===== src/rtl/burst_seq_pkg.sv =====
package burst_seq_pkg;
    localparam int unsigned BEAT_W = 2;

    typedef logic [BEAT_W-1:0] beat_t;

    typedef enum logic {
        ORDER_LINEAR = 1'b0,
        ORDER_XOR    = 1'b1
    } order_e;
endpackage


===== src/rtl/burst_seq_ctrl.sv =====
module burst_seq_ctrl
    import burst_seq_pkg::*;
#(
    parameter int unsigned AW = 18,
    localparam int unsigned UW = AW - BEAT_W
) (
    input  logic          clk,
    input  logic          rst,
    input  logic          load,
    input  logic          step,
    input  logic [AW-1:0] addr_in,
    output beat_t         start_q,
    output beat_t         beat_q,
    output logic [UW-1:0] upper_q
);
    typedef struct packed {
        beat_t         start;
        beat_t         beat;
        logic [UW-1:0] upper;
    } state_t;

    state_t st_d, st_q;

    always_comb begin
        st_d = st_q;
        if (load) begin
            st_d.start = addr_in[BEAT_W-1:0];
            st_d.upper = addr_in[AW-1:BEAT_W];
            st_d.beat  = '0;
        end else if (step) begin
            st_d.beat  = st_q.beat + beat_t'(1);
        end
    end

    always_ff @(posedge clk) begin
        if (rst) st_q <= '0;
        else     st_q <= st_d;
    end

    assign start_q = st_q.start;
    assign beat_q  = st_q.beat;
    assign upper_q = st_q.upper;
endmodule


===== src/rtl/burst_seq_map.sv =====
module burst_seq_map
    import burst_seq_pkg::*;
(
    input  beat_t  start,
    input  beat_t  beat,
    input  order_e order,
    output beat_t  low
);
    beat_t xor_low;
    beat_t lin_low;

    for (genvar b = 0; b < BEAT_W; b++) begin : g_xor
        assign xor_low[b] = start[b] ^ beat[b];
    end

    assign lin_low = start + beat;

    always_comb begin
        low = (order == ORDER_XOR) ? xor_low : lin_low;
    end
endmodule


===== src/rtl/burst_seq.sv =====
module burst_seq
    import burst_seq_pkg::*;
#(
    parameter int unsigned AW = 18
) (
    input  logic          clk,
    input  logic          rst,
    input  logic          strobe_cpu,
    input  logic          strobe_ctl,
    input  logic          step_en,
    input  logic          order_sel,
    input  logic [AW-1:0] addr_in,
    output logic [AW-1:0] burst_addr
);
    localparam int unsigned UW = AW - BEAT_W;

    logic          load;
    beat_t         start_q;
    beat_t         beat_q;
    beat_t         low;
    logic [UW-1:0] upper_q;
    order_e        order;

    assign load  = strobe_cpu | strobe_ctl;
    assign order = order_e'(order_sel);

    burst_seq_ctrl #(.AW(AW)) u_ctrl (
        .clk     (clk),
        .rst     (rst),
        .load    (load),
        .step    (step_en),
        .addr_in (addr_in),
        .start_q (start_q),
        .beat_q  (beat_q),
        .upper_q (upper_q)
    );

    burst_seq_map u_map (
        .start (start_q),
        .beat  (beat_q),
        .order (order),
        .low   (low)
    );

    assign burst_addr = {upper_q, low};
endmodule


===== config.mk =====
export PLATFORM = sky130hd
export DESIGN_NAME = burst_seq
export DESIGN_NICKNAME = d
export VERILOG_FILES = /design/src/rtl/burst_seq_pkg.sv /design/src/rtl/burst_seq_ctrl.sv /design/src/rtl/burst_seq_map.sv /design/src/rtl/burst_seq.sv
export SDC_FILE = /design/constraint.sdc
export NUM_CORES = 1
export LEC_CHECK = 0
export ABC_AREA = 1
export BUFFER_PORTS_ARGS = -buffer_cell sky130_fd_sc_hd__buf_4
export CORE_UTILIZATION = 35
export CTS_BUF_LIST = sky130_fd_sc_hd__clkbuf_2 sky130_fd_sc_hd__clkbuf_4 sky130_fd_sc_hd__clkbuf_8
export DETAILED_ROUTE_END_ITERATION = 8
export PLACE_DENSITY = 0.71
export RECOVER_POWER = 25
export SLEW_MARGIN = 20
export SYNTH_ARGS = -nofsm -noshare
export SYNTH_HDL_FRONTEND = slang
export SYNTH_HIERARCHICAL = 1
export SYNTH_SLANG_ARGS = --single-unit

===== constraint.sdc =====
create_clock -name clk -period 2.7 [get_ports clk]
set_input_delay 0.54 -clock clk [delete_from_list [all_inputs] [get_ports clk]]
set_output_delay 0.54 -clock clk [all_outputs]
set_load 0.02 [all_outputs]

==> flow_metrics.env <==
export IMPL_status="finished clean"
export IMPL_endpoint_kind="primary output"
export IMPL_startpoint="u_ctrl/beat_q[0]"
export IMPL_placed_area_mm2=0.00110
export IMPL_setup_violations=0
export IMPL_ys_types=15
export IMPL_skew_ns=0.000417
export IMPL_synth_top_cell_area_share_pct=50.2
export IMPL_power_share_switching_pct=27.3
export IMPL_viasPerCell=4.67
export IMPL_utilization_pct=53.4
export IMPL_synth_seq_cells=20
export IMPL_dr_pass1_iters=4
export IMPL_grt_pass1_vias=731
export IMPL_n_fill_cell=217
export IMPL_startpoint_type="flop"
export IMPL_cts_hold_buf=0
export IMPL_power_internal_uw=419
export IMPL_clockPowerShare_pct=22.9
export IMPL_slew_violations=0
export IMPL_multi_input_area_um2=319
export IMPL_path_clk_slew_ns=0.10
export IMPL_powerDensity_mw_per_mm2=527
export IMPL_core_mm2=0.00204
export IMPL_io_pins=42
export IMPL_drc_errors=0
export IMPL_r2r_slack_ns=2.01
export IMPL_ctsRootBufferMaster="clkbuf_4"
export IMPL_dp_hpwl_um=1350
export IMPL_leakage_uw=0.000520
export IMPL_worstHoldEndpoint="u_ctrl/upper_q[8]"
export IMPL_vias=812
export IMPL_r2r_end="u_ctrl/beat_q[1]"
export IMPL_clkSinkCount=20
export IMPL_critical_path_class="flop to primary output"
export IMPL_fin_setup_tns_ns=0
export IMPL_required_ns=2.16
export IMPL_fin_crit_sh_pct=69.5
export IMPL_syn_num_nets=132
export IMPL_min_path_cells=2
export IMPL_power_switching_uw=157
export IMPL_drv_cap=0
export IMPL_rows=16
export IMPL_avgSynthCellArea_um2=7.45
export IMPL_r2r_cells=3
export IMPL_fmax_mhz=533
export IMPL_insertion_delay_ns=0.28
export IMPL_antenna_found_initial=0
export IMPL_drive_above_1_share_pct=26.5
export IMPL_yosysWarnings=6
export IMPL_ys_top_cells_by_area="dfxtp_1 50%, nor2_1 17%, o21ai_0 9.4%"
export IMPL_p_total_uw=575
export IMPL_max_stage_delay_ns=0.41
export IMPL_wl_per_cell_um=10.4
export IMPL_hold_viol=0
export IMPL_synth_top_cell_by_area="dfxtp_1"
export IMPL_hold_start="rst"
export IMPL_synth_seq_area_share_pct=50.2
export IMPL_final_cell_mix="37 x nor2_1, 32 x buf_4, 20 x dfxtp_1"
export IMPL_start_util_pct=39.0
export IMPL_grt_overflow=0
export IMPL_antenna_left=0
export IMPL_crit_slowest_cell="dfxtp_1"
export IMPL_worstPathCellList="ha_1, inv_1, nor2_1, nand3_1, nand2_1, inv_1, buf_4"
export IMPL_grt_pass1_wl_um=3040
export IMPL_cts_buffers=3
export IMPL_cts_setup_buffers=0
export IMPL_fp_dieW_um=49.7
export IMPL_rsz0062_at_grt="false"
export IMPL_finalWirelength_um=1810
export IMPL_final_area_mm2=0.00109
export IMPL_port_buffers=41
export IMPL_fin_nets=174
export IMPL_ir_drop_v=0.000302
export IMPL_die_y_um=49.7
export IMPL_rr_startpoint="u_ctrl/beat_q[0]"
export IMPL_htreeDepth=1
export IMPL_cts_resized=0
export IMPL_grt_use_total_pct=15.3
export IMPL_gp_congestion=0.700
export IMPL_pwr_share_seq_pct=56.5
export IMPL_final_common_cell="nor2_1"
export IMPL_max_slew_margin_pct=54.5
export IMPL_cp_max_fo=5
export IMPL_min_period_ns=1.88
export IMPL_hp_class="input pin to flop"
export IMPL_worstMarginPinSlew_ns=0.680
export IMPL_worstPathArrival_ns=1.34
export IMPL_syn2layout_area_growth_pct=36.9
export IMPL_drtIter0Drc=13
export IMPL_regArea_um2=400
export IMPL_cts_tree="done"
export IMPL_die_area_mm2=0.00247
export IMPL_grt_max_degree=21
export IMPL_n_antenna_cell=0
export IMPL_crit_top_cell="inv_1"
export IMPL_p_comb_share_pct=20.5
export IMPL_clockBufferDepth=2
export IMPL_synthCells=107
export IMPL_syn_area_um2=797
## registers in the layout, indices dropped and copies added, names as in the netlist
signal and count:
u_ctrl/upper_q 16, u_ctrl/beat_q 2, u_ctrl/start_q 2
## routing by layer
layer / routed length (µm) / vias to the layer above / track usage [%]
li1: - / 414 / -
met1: 832 / 371 / 18.5
met2: 853 / 27 / 26.4
met3: 126 / 0 / 4.94
met4: 0 / 0 / 2.86
met5: 0 / - / 0
## power groups by stage
stage          Sequential, µW  Combinational (µW)  Clock, µW
4_1_cts                   326                 127        135
3_3_place_gp              332                 124          0
6_report                  325                 118        132
3_5_place_dp              332                 127          0
5_1_grt                   328                 131        150
2_1_floorplan             352                46.4          0
## worst max-delay path, delay by kind of cell, from the launching register on
family	cells	cell delay (ns)
flip-flops	1	0.41
AND/OR/NAND/NOR	3	0.23
buffers and inverters	3	0.22
adder cells (fa/ha/maj)	1	0.20
## metrics by stage
step                worst slack (ns)  instances  hold WS, ns
floorplan                       1.30        107        0.469
global placement                1.06        171        0.455
detailed placement              1.03        171        0.469
CTS                            0.825        174        0.417
global route                   0.706        174        0.402
finish                         0.824        174        0.420
## how the worst max path moves through the flow
stage,endpoint,cells after the start,slack (ns)
floorplan,burst_addr[1],5,1.30
detailed placement,u_ctrl/upper_q[8],6,1.03
CTS,burst_addr[1],7,0.83
global placement,u_ctrl/upper_q[8],6,1.06
global route,burst_addr[1],7,0.71
finish,burst_addr[1],7,0.82
## cells by family (layout without fill, tap and decap cells)
| logic type | count (synthesis) | in the layout | synth area share [%] |
|---|---|---|---|
| DFF | 20 | 20 | 50.2 |
| and+or+nand+nor | 54 | 54 | 26.5 |
| adders and majority gates | 1 | 1 | 1.57 |
| buffers and inverters | 13 | 53 | 9.73 |
| AOI/OAI and AO/OA | 19 | 19 | 11.9 |
## layout make-up
type / count / share of cell area [%]
repair buffers: 41 / 25.1
multi-input cells: 74 / 29.2
clock buffers: 3 / 2.06
inverters: 9 / 3.78
well taps: 27 / 3.10
flip-flops and latches: 20 / 36.7
## cells in the mapped netlist
| library cell | n |
|---|---|
| ha_1 | 1 |
| nand3_1 | 3 |
| buf_2 | 2 |
| o21ai_0 | 15 |
| dfxtp_1 | 20 |
| inv_2 | 1 |
| a21oi_1 | 2 |
| inv_8 | 1 |
| buf_8 | 1 |
| buf_6 | 1 |
| o21ai_1 | 2 |
| inv_1 | 7 |
| nor2_2 | 2 |
| nor2_1 | 37 |
| nand2_1 | 12 |
Power figures use the tool's default switching activity.
